==> src/rtl/wiper_pkg.sv <==
package wiper_pkg;

    localparam logic [6:0] TGT_ADDR_0 = 7'b0101111;
    localparam logic [6:0] TGT_ADDR_1 = 7'b0101100;

    localparam logic [3:0] OP_STORE  = 4'h1;
    localparam logic [3:0] OP_SET    = 4'h2;
    localparam logic [3:0] OP_RD_POS = 4'h3;
    localparam logic [3:0] OP_RD_NV  = 4'h6;
    localparam logic [3:0] OP_RD_TOL = 4'h7;

    typedef enum logic [2:0] {
        BUS_IDLE,
        BUS_RX,
        BUS_RXEND,
        BUS_ACK,
        BUS_TX,
        BUS_TXACK,
        BUS_SKIP
    } bus_st_e;

    typedef enum logic [2:0] {
        MEM_IDLE,
        MEM_REQ,
        MEM_WHI,
        MEM_WLO,
        MEM_HOLD
    } mem_st_e;

    typedef enum logic [1:0] {
        JOB_RESTORE,
        JOB_STORE,
        JOB_FETCH
    } mem_job_e;

endpackage

==> src/rtl/wiper_i2c_sync.sv <==
module wiper_i2c_sync #(
    parameter int SYNC_STAGES = 2
) (
    input  logic clk,
    input  logic rst_n,
    input  logic scl_i,
    input  logic sda_i,
    output logic scl_s,
    output logic sda_s,
    output logic scl_rise,
    output logic scl_fall,
    output logic start_det,
    output logic stop_det
);
    typedef struct packed {
        logic [SYNC_STAGES-1:0] scl_ff;
        logic [SYNC_STAGES-1:0] sda_ff;
        logic                   scl_p;
        logic                   sda_p;
    } sync_t;

    sync_t s_d, s_q;

    assign scl_s = s_q.scl_ff[SYNC_STAGES-1];
    assign sda_s = s_q.sda_ff[SYNC_STAGES-1];

    always_comb begin
        s_d        = s_q;
        s_d.scl_ff = {s_q.scl_ff[SYNC_STAGES-2:0], scl_i};
        s_d.sda_ff = {s_q.sda_ff[SYNC_STAGES-2:0], sda_i};
        s_d.scl_p  = scl_s;
        s_d.sda_p  = sda_s;
    end

    always_ff @(posedge clk or negedge rst_n) begin
        if (!rst_n) begin
            s_q <= '{scl_ff: '1, sda_ff: '1, scl_p: 1'b1, sda_p: 1'b1};
        end else begin
            s_q <= s_d;
        end
    end

    assign scl_rise  = scl_s & ~s_q.scl_p;
    assign scl_fall  = ~scl_s & s_q.scl_p;
    assign start_det = scl_s & s_q.scl_p & s_q.sda_p & ~sda_s;
    assign stop_det  = scl_s & s_q.scl_p & ~s_q.sda_p & sda_s;

endmodule

==> src/rtl/wiper_nv_seq.sv <==
module wiper_nv_seq
    import wiper_pkg::*;
#(
    parameter int WIPER_W      = 7,
    parameter int STORE_CYCLES = 900_000
) (
    input  logic               clk,
    input  logic               rst_n,
    input  logic               store_go,
    input  logic               fetch_go,
    input  logic               fetch_sel,
    input  logic [WIPER_W-1:0] wiper,
    input  logic               nv_busy,
    input  logic [7:0]         nv_rdata,
    output logic               nv_req,
    output logic               nv_we,
    output logic               nv_sel,
    output logic [7:0]         nv_wdata,
    output logic               locked,
    output logic               boot_lock,
    output logic               load_vld,
    output logic               fetch_vld,
    output logic [7:0]         rd_data
);
    localparam int CNT_W = $clog2(STORE_CYCLES + 1);

    typedef struct packed {
        mem_st_e    st;
        mem_job_e   job;
        logic       sel;
        logic [CNT_W-1:0] cnt;
    } seq_t;

    seq_t q_d, q_q;

    always_comb begin
        q_d       = q_q;
        load_vld  = 1'b0;
        fetch_vld = 1'b0;
        if (q_q.cnt != '0) q_d.cnt = q_q.cnt - CNT_W'(1);
        case (q_q.st)
            MEM_IDLE: begin
                if (store_go) begin
                    q_d.st  = MEM_REQ;
                    q_d.job = JOB_STORE;
                    q_d.sel = 1'b0;
                    q_d.cnt = CNT_W'(STORE_CYCLES);
                end else if (fetch_go) begin
                    q_d.st  = MEM_REQ;
                    q_d.job = JOB_FETCH;
                    q_d.sel = fetch_sel;
                end
            end
            MEM_REQ:  if (!nv_busy) q_d.st = MEM_WHI;
            MEM_WHI:  if (nv_busy) q_d.st = MEM_WLO;
            MEM_WLO: begin
                if (!nv_busy) begin
                    case (q_q.job)
                        JOB_RESTORE: begin load_vld = 1'b1;  q_d.st = MEM_IDLE; end
                        JOB_FETCH:   begin fetch_vld = 1'b1; q_d.st = MEM_IDLE; end
                        default:     q_d.st = MEM_HOLD;
                    endcase
                end
            end
            MEM_HOLD: if (q_q.cnt == '0) q_d.st = MEM_IDLE;
            default:  q_d.st = MEM_IDLE;
        endcase
    end

    always_ff @(posedge clk or negedge rst_n) begin
        if (!rst_n) begin
            q_q <= '{st: MEM_REQ, job: JOB_RESTORE, sel: 1'b0, cnt: '0};
        end else begin
            q_q <= q_d;
        end
    end

    assign nv_req    = (q_q.st == MEM_REQ) && !nv_busy;
    assign nv_we     = (q_q.job == JOB_STORE);
    assign nv_sel    = q_q.sel;
    assign nv_wdata  = 8'(wiper);
    assign locked    = (q_q.st != MEM_IDLE) && (q_q.job != JOB_FETCH);
    assign boot_lock = (q_q.st != MEM_IDLE) && (q_q.job == JOB_RESTORE);
    assign rd_data   = nv_rdata;

endmodule

==> src/rtl/i2c_wiper_ctrl.sv <==
module i2c_wiper_ctrl
    import wiper_pkg::*;
#(
    parameter int WIPER_W     = 7,
    parameter int CLK_HZ      = 50_000_000,
    parameter int STORE_US    = 18_000,
    parameter int SYNC_STAGES = 2
) (
    input  logic               clk,
    input  logic               rst_n,
    input  logic               addr_sel,
    input  logic               scl_i,
    input  logic               sda_i,
    output logic               sda_oe,
    output logic [WIPER_W-1:0] wiper,
    output logic               nv_req,
    output logic               nv_we,
    output logic               nv_sel,
    output logic [7:0]         nv_wdata,
    input  logic               nv_busy,
    input  logic [7:0]         nv_rdata
);
    localparam int STORE_CYCLES = (CLK_HZ / 1_000_000) * STORE_US;

    typedef struct packed {
        bus_st_e            st;
        logic [2:0]         cnt;
        logic [7:0]         shift;
        logic [1:0]         bidx;
        logic               rw;
        logic [3:0]         op;
        logic               macked;
        logic [7:0]         rd_byte;
        logic [WIPER_W-1:0] pos;
    } bus_t;

    bus_t b_d, b_q;

    logic scl_s, sda_s, scl_rise, scl_fall, start_det, stop_det;
    logic store_go, fetch_go, fetch_sel;
    logic locked, boot_lock, store_lock, load_vld, fetch_vld;
    logic [7:0] seq_rdata;
    logic [6:0] own_addr;

    wiper_i2c_sync #(.SYNC_STAGES(SYNC_STAGES)) sync_i (
        .clk(clk), .rst_n(rst_n), .scl_i(scl_i), .sda_i(sda_i),
        .scl_s(scl_s), .sda_s(sda_s), .scl_rise(scl_rise), .scl_fall(scl_fall),
        .start_det(start_det), .stop_det(stop_det)
    );

    wiper_nv_seq #(.WIPER_W(WIPER_W), .STORE_CYCLES(STORE_CYCLES)) seq_i (
        .clk(clk), .rst_n(rst_n), .store_go(store_go), .fetch_go(fetch_go),
        .fetch_sel(fetch_sel), .wiper(b_q.pos), .nv_busy(nv_busy), .nv_rdata(nv_rdata),
        .nv_req(nv_req), .nv_we(nv_we), .nv_sel(nv_sel), .nv_wdata(nv_wdata),
        .locked(locked), .boot_lock(boot_lock), .load_vld(load_vld),
        .fetch_vld(fetch_vld), .rd_data(seq_rdata)
    );

    assign own_addr   = addr_sel ? TGT_ADDR_1 : TGT_ADDR_0;
    assign store_lock = locked & ~boot_lock;

    always_comb begin
        b_d       = b_q;
        store_go  = 1'b0;
        fetch_go  = 1'b0;
        fetch_sel = 1'b0;
        if (load_vld)  b_d.pos     = WIPER_W'(seq_rdata);
        if (fetch_vld) b_d.rd_byte = seq_rdata;
        if (start_det) begin
            b_d.st   = BUS_RX;
            b_d.cnt  = '0;
            b_d.bidx = '0;
            b_d.rw   = 1'b0;
        end else if (stop_det) begin
            b_d.st = BUS_IDLE;
        end else begin
            case (b_q.st)
                BUS_RX: begin
                    if (scl_rise) begin
                        b_d.shift = {b_q.shift[6:0], sda_s};
                        b_d.cnt   = b_q.cnt + 3'd1;
                        if (b_q.cnt == 3'd7) b_d.st = BUS_RXEND;
                    end
                end
                BUS_RXEND: begin
                    if (scl_fall) begin
                        b_d.st = BUS_SKIP;
                        if (!locked) begin
                            if (b_q.bidx == 2'd0) begin
                                if (b_q.shift[7:1] == own_addr) begin
                                    b_d.st = BUS_ACK;
                                    b_d.rw = b_q.shift[0];
                                end
                            end else begin
                                b_d.st = BUS_ACK;
                                if (b_q.bidx == 2'd1) begin
                                    b_d.op = b_q.shift[7:4];
                                    case (b_q.shift[7:4])
                                        OP_STORE:  store_go = 1'b1;
                                        OP_RD_POS: b_d.rd_byte = 8'(b_q.pos);
                                        OP_RD_NV:  fetch_go = 1'b1;
                                        OP_RD_TOL: begin fetch_go = 1'b1; fetch_sel = 1'b1; end
                                        default:   ;
                                    endcase
                                end else if (b_q.bidx == 2'd2 && b_q.op == OP_SET) begin
                                    b_d.pos = b_q.shift[WIPER_W-1:0];
                                end
                            end
                            if (b_q.bidx != 2'd3) b_d.bidx = b_q.bidx + 2'd1;
                        end
                    end
                end
                BUS_ACK: begin
                    if (scl_fall) begin
                        b_d.cnt = '0;
                        if (b_q.rw) begin
                            b_d.st    = BUS_TX;
                            b_d.shift = b_q.rd_byte;
                        end else begin
                            b_d.st = BUS_RX;
                        end
                    end
                end
                BUS_TX: begin
                    if (scl_fall) begin
                        if (b_q.cnt == 3'd7) begin
                            b_d.st = BUS_TXACK;
                        end else begin
                            b_d.shift = {b_q.shift[6:0], 1'b0};
                            b_d.cnt   = b_q.cnt + 3'd1;
                        end
                    end
                end
                BUS_TXACK: begin
                    if (scl_rise) b_d.macked = ~sda_s;
                    if (scl_fall) begin
                        if (b_q.macked) begin
                            b_d.st    = BUS_TX;
                            b_d.shift = b_q.rd_byte;
                            b_d.cnt   = '0;
                        end else begin
                            b_d.st = BUS_SKIP;
                        end
                    end
                end
                default: ;
            endcase
        end
    end

    always_ff @(posedge clk or negedge rst_n) begin
        if (!rst_n) begin
            b_q <= '{st: BUS_IDLE, cnt: '0, shift: '0, bidx: '0, rw: 1'b0, op: '0,
                     macked: 1'b0, rd_byte: '0, pos: '0};
        end else begin
            b_q <= b_d;
        end
    end

    assign sda_oe = (b_q.st == BUS_ACK) || ((b_q.st == BUS_TX) && !b_q.shift[7]);
    assign wiper  = b_q.pos;

endmodule

==> config.mk <==
export PLATFORM = sky130hd
export DESIGN_NAME = i2c_wiper_ctrl
export DESIGN_NICKNAME = d
export VERILOG_FILES = /design/src/rtl/wiper_pkg.sv /design/src/rtl/wiper_i2c_sync.sv /design/src/rtl/wiper_nv_seq.sv /design/src/rtl/i2c_wiper_ctrl.sv
export SDC_FILE = /design/constraint.sdc
export NUM_CORES = 1
export LEC_CHECK = 0
export ABC_AREA = 1
export CAP_MARGIN = 10
export CORE_MARGIN = 2
export CORE_UTILIZATION = 50
export DETAILED_ROUTE_END_ITERATION = 7
export GPL_TIMING_DRIVEN = 0
export PLACE_DENSITY = 0.7
export SETUP_SLACK_MARGIN = 0.1
export SLEW_MARGIN = 0
export SYNTH_ARGS = -nofsm -noshare
export SYNTH_HDL_FRONTEND = slang
export SYNTH_SLANG_ARGS = --single-unit
==> constraint.sdc <==
create_clock -name clk -period 2.65 [get_ports clk]
set_input_delay 0.265 -clock clk [delete_from_list [all_inputs] [get_ports clk]]
set_output_delay 0.265 -clock clk [all_outputs]
set_load 0.01 [all_outputs]
==> qor.yml, run 1 <==
grt_overflow: 0
grt_pass1_wl_um: 14600
cts_hold_buffers: 0
coreArea_um2: 7730
vias_per_cell: 5.11
io_pins: 33
required_ns: 2.38
grt_pass1_vias: 3355
drt-initial-drc-count: 201
post_drt_wl_per_cell_um: 12.2
fin_nets: 609
cp_max_fo: 5
synth_ff_type: "dfrtp_1"
syn_avg_cell_area_um2: 7.36
std_cell_rows: 32
drv_slew: 0
start_util: 0.518
synthCells: 544
fin_crit_ns: 2.13
clk_pin_slew_ns: 0.08
drtAntennaViolNets: 0
multi_input_area_um2: 1850
hold_violations: 0
synth.distinct_cells: 34
async_reset_ff_frac: 1.00
cts_buffers: 9
rsz0062_at_grt: "false"
arrival_ns: 1.86
dieHeight_um: 93.5
final_layout_size_suffix_gt1_frac: 0.120
drc_errors: 0
worst_slack_ns: 0.521
syn_nets: 567
cts_max_path_buffers: 2
tns_ns: 0
wl_met2_um: 3720
power.leakage_nw: 2.30
htree_levels: 3
hpwlAfterDp_um: 6230
root_buffer: "clkbuf_8"
clk_latency_ns: 0.34
slew_headroom: 0.411
synth-seq-cells: 69
fp.dieArea_um2: 8750
final_util: 0.596
register_area_um2: 1740
critPathKind: "reg2out"
grt_max_degree: 70
fillCellCount: 702
routed_wirelength_um: 8480
portBuffers: 31
status: "finished clean"
max_freq_mhz: 470
cts_resized: 0
crit_path_start_kind: "flop"
area_delta_synth_final_pct: 15.0
gp_congestion: 0.844
endpoint_kind: "output pin"
vias: 3544
maxCapViolCount: 0
wl_met3_um: 471
die_w_um: 93.5
met1_length_um: 4220
insertedDiodeCount: 0
clock-sinks: 69
setup_violations: 0
netlist_area_um2: 4010
ir_worst_vdd_mv: 0.571
post-cts-setup-buffers: 0
holdWs_ns: 0.0294
antenna_found_initial: 0
skew_ns: 0.0180
grt.total_usage: 0.210
cts_tree: "done"
rr_worst_depth: 9
power_mw: 5.01
yosys_warnings: 0
drt_pre_antenna_iters: 5
powerDensity_nw_per_um2: 1090
period_share: 0.803
tightest_slew_ns: 0.884
post-place-ws_ns: 0.750
highest_layer: "met4"
min_path_type: "in2async"
synth.yosys.seq_area_share: 0.433
synth-edff-count: 0
==> worst max-delay path, cell delays in order (launching register included) <==
cell and delay [ns]:
dfrtp_1 0.44, inv_2 0.11, nand3_1 0.16, o21ai_0 0.24, clkdlybuf4s50_1 0.57
==> path summary, 6_finish.rpt <==
path                                                 from                       to  slack (ns)
worst max register to register  seq_i.q_q[23]$_DFFE_PN1P_        b_q[12]$_DFF_PN0_        0.69
max in group asynchronous                           rst_n        b_q[13]$_DFF_PN0_        2.02
worst min-delay path                                rst_n  seq_i.q_q[16]$_DFF_PN0_        0.03
min in group clk                                    scl_i  sync_i.s_d[5]$_DFF_PN1_        0.33
worst min register to register    sync_i.s_d[5]$_DFF_PN1_   sync_i.scl_s$_DFF_PN1_        0.36
worst max-delay path                  b_q[35]$_DFFE_PN0P_                   sda_oe        0.52
==> cell families after synthesis <==
kind of cell / count (synthesis) / share of synthesized area
AO/OA/AOI/OAI: 86 / 0.114
XOR/XNOR: 5 / 0.0109
adder cells (fa/ha/maj): 9 / 0.0281
buffers and inverters: 90 / 0.106
flip-flops: 69 / 0.433
other: 1 / 0.000936
AND/OR/NAND/NOR: 284 / 0.308
==> flip-flops by register name (all words and copies together) (netlist names) <==
| register | cells |
|---|---|
| wiper | 7 |
| sync_i.sda_s | 1 |
| sync_i.s_d | 2 |
| seq_i.nv_sel | 1 |
| sync_i.s_q | 2 |
| b_q | 30 |
| sync_i.scl_s | 1 |
| seq_i.q_q | 25 |
==> layout by cell type (no fill, tap or decap), types with 2 or more instances in the layout <==
master,count
a21oi_1,17
a31oi_1,2
buf_2,3
buf_4,16
buf_6,3
clkbuf_1,4
clkbuf_8,10
clkdlybuf4s50_1,30
clkinv_2,3
dfrtp_1,62
dfstp_2,7
ha_1,9
inv_1,61
inv_2,6
nand2_1,150
nand2_2,6
nand3_1,36
nand3_2,2
nand3b_1,4
nand4_1,8
nor2_1,56
nor2_2,4
nor2_4,2
nor3_1,11
nor3_2,2
o21ai_0,59
o21ai_1,2
o21ai_2,2
or2_2,3
xor2_1,4
==> area by class of cell <==
type	instances	share of cell area
well taps	102	0.0277
multi-input cells	385	0.401
flip-flops and latches	69	0.377
clock inverters	3	0.00326
plain buffers	22	0.0359
clock buffers	13	0.0323
inverters	68	0.0560
repair buffers	31	0.0668
==> layer usage <==
metal | GRT usage | up-vias
li1 | - | 1810
met1 | 0.297 | 1622
met2 | 0.321 | 106
met3 | 0.0443 | 6
met4 | 0.0686 | 0
met5 | 0 | -
==> power breakdown <==
group	leakage (nW)	total (mW)	switching [mW]	internal, mW
combinational	1.40	2.43	1.39	1.04
sequential	0.820	1.84	0.358	1.48
clock	0.0872	0.741	0.379	0.362
total	2.30	5.01	2.13	2.88
==> synthesized netlist by cell type, types with 6 or more instances <==
library cell / n / area (um^2)
nand4_1: 8 / 50.1
o21ai_0: 59 / 295
a21oi_1: 17 / 85.1
nor2_1: 56 / 210
buf_4: 15 / 113
dfstp_2: 7 / 184
inv_1: 61 / 229
nand3_1: 36 / 180
nand2_2: 6 / 37.5
dfrtp_1: 62 / 1550
nor3_1: 11 / 55.1
ha_1: 9 / 113
nand2_1: 150 / 563
inv_2: 6 / 22.5
==> metrics by stage <==
step                instance area [um^2]  instances
finish                              4610        693
global route                        4610        693
CTS                                 4610        693
detailed placement                  4440        677
global placement                    4440        677
floorplan                           4010        544
Note: power is estimated with default switching activity, not from simulation.
==> run 2: changes to the inputs <==
- clock period: 2.65 -> 2.2 ns (I/O delays scaled with it)
==> run 2 against run 1 <==
Net effect: the flow now finishes with violations (negative hold slack); die area unchanged; flip-flop and latch count unchanged; design area up 0.30%; sequential power up 21%; critical endpoint unchanged; largest cell class unchanged; largest power group unchanged; highest routed layer unchanged.
==> qor.yml, run 2 (same netlist as run 1, synthesis figures left out) <==
status: "complete, but fails checks"
failed_checks: "negative hold slack"
cp_cell_sequence: "inv_2 > nand3_2 > o21ai_2 > clkdlybuf4s50_1"
ir_worst_vdd_mv: 0.686
power.leakage_nw: 2.30
cts_max_path_buffers: 2
critPathKind: "reg2out"
slew_headroom: 0.413
reg2reg_from: "seq_i.q_q[24]$_DFFE_PN0P_"
period_share: 0.888
rr_worst_depth: 8
std_cell_rows: 32
grt.total_usage: 0.210
setup_violations: 0
cts_tree: "done"
cts_buffers: 9
clk_pin_slew_ns: 0.08
io_pins: 33
drt_pre_antenna_iters: 5
hold_violations: 10
min_path_type: "in2async"
grt_pass1_vias: 3355
max_freq_mhz: 512
routed_wirelength_um: 8490
skew_ns: 0.0176
tightest_slew_ns: 0.881
coreArea_um2: 7730
root_buffer: "clkbuf_8"
insertedDiodeCount: 0
drtAntennaViolNets: 0
grt_pass1_wl_um: 14600
crit_path_top_delay_cell: "clkdlybuf4s50_1"
final_layout_size_suffix_gt1_frac: 0.125
met1_usage: 0.297
vias_per_cell: 5.09
antenna_found_initial: 0
slowest_delay_ns: 0.55
final_common_cell: "nand2_1"
gp_congestion: 0.844
clock-sinks: 69
holdWs_ns: -0.0188
die_w_um: 93.5
clk_latency_ns: 0.34
cp_max_fo: 5
grtUsageMet3: 0.0443
grt_use_met2: 0.321
layout_common_cells: "nand2_1 (150), dfrtp_1 (62), inv_1 (61)"
required_ns: 1.98
area_delta_synth_final_pct: 15.3
multi_input_area_um2: 1860
fin_crit_ns: 1.95
largest_reg_flops: 30
hpwlAfterDp_um: 6230
post_drt_wl_per_cell_um: 12.2
fin_nets: 609
drv_slew: 0
grt-busiest-layer: "met2"
vias: 3528
r2r_slack_ns: 0.32
portBuffers: 31
start_util: 0.518
powerDensity_nw_per_um2: 1310
fp.dieArea_um2: 8750
final_util: 0.598
r2r_end: "wiper[1]$_DFF_PN0_"
power_mw: 6.05
regMostFlops: "b_q"
drc_errors: 0
endpoint_kind: "output pin"
htree_levels: 3
grt_overflow: 0
register_area_um2: 1740
dieHeight_um: 93.5
maxCapViolCount: 0
rsz0062_at_grt: "false"
crit_path_start_kind: "flop"
grt_max_degree: 70
drt-initial-drc-count: 188
fillCellCount: 704
arrival_ns: 1.73
run 2: cell types whose count changed in the layout (fill, tap and decap cells not counted):
cell / change
nand3_1: -2
o21ai_0: -1
nand3_2: +2
o21ai_2: +1
run 2: what timing repair did:
item | 4_1_cts | 5_1_grt
resized for setup | 1 | 3
hold buffers | 0 | 0
pin swaps | 0 | 0
buffers inserted | 0 | 0
setup endpoints to repair | 1 | 3
run 2: worst max path at each step:
stage,end,cells past startpoint,start,slack (ns)
after floorplan,b_q[30]$_DFFE_PN0P_,9,b_q[31]$_DFFE_PN0P_,0.67
after global placement,wiper[0]$_DFF_PN0_,1,rst_n,-1.47
after detailed placement,b_q[8]$_DFF_PN0_,9,seq_i.q_q[23]$_DFFE_PN1P_,0.30
after CTS,sda_oe,4,b_q[35]$_DFFE_PN0P_,0.14
after global routing,wiper[1]$_DFF_PN0_,8,seq_i.q_q[24]$_DFFE_PN0P_,0.13
final,sda_oe,4,b_q[35]$_DFFE_PN0P_,0.25
run 2: area by class of cell:
cell class,instances,share of cell area
Buffer,22,0.0358
Clock buffer,13,0.0322
Clock inverter,3,0.00325
Inverter,68,0.0558
Multi-Input combinational cell,385,0.403
Sequential cell,69,0.376
Tap cell,102,0.0276
Timing Repair Buffer,31,0.0666
run 2: per-layer routing:
metal,routed length (um),vias up
li1,-,1806
met1,4200,1626
met2,3790,90
met3,424,6
met4,72,0
met5,0,-
run 2: power breakdown:
part | internal (mW) | switching (mW) | leakage [nW]
Clock | 0.436 | 0.455 | 0.0872
Combinational | 1.25 | 1.68 | 1.40
Sequential | 1.78 | 0.435 | 0.820
Total | 3.47 | 2.57 | 2.30
run 2: worst max-delay path: cells and delay by family (launching register included):
| family | cells | cell delay (ns) |
|---|---|---|
| buffers and inverters | 2 | 0.67 |
| flip-flops | 1 | 0.44 |
| AO/OA/AOI/OAI | 1 | 0.15 |
| AND/OR/NAND/NOR | 1 | 0.14 |
run 2: metrics by stage:
| stage | TNS [ns] | setup slack [ns] | instances | instance area (um^2) |
|---|---|---|---|---|
| after floorplan | 0 | 0.673 | 544 | 4010 |
| after global placement | -95.82 | -1.47 | 677 | 4440 |
| after detailed placement | 0 | 0.300 | 677 | 4440 |
| after CTS | 0 | 0.144 | 693 | 4610 |
| after global routing | 0 | 0.134 | 693 | 4620 |
| final | 0 | 0.247 | 693 | 4620 |
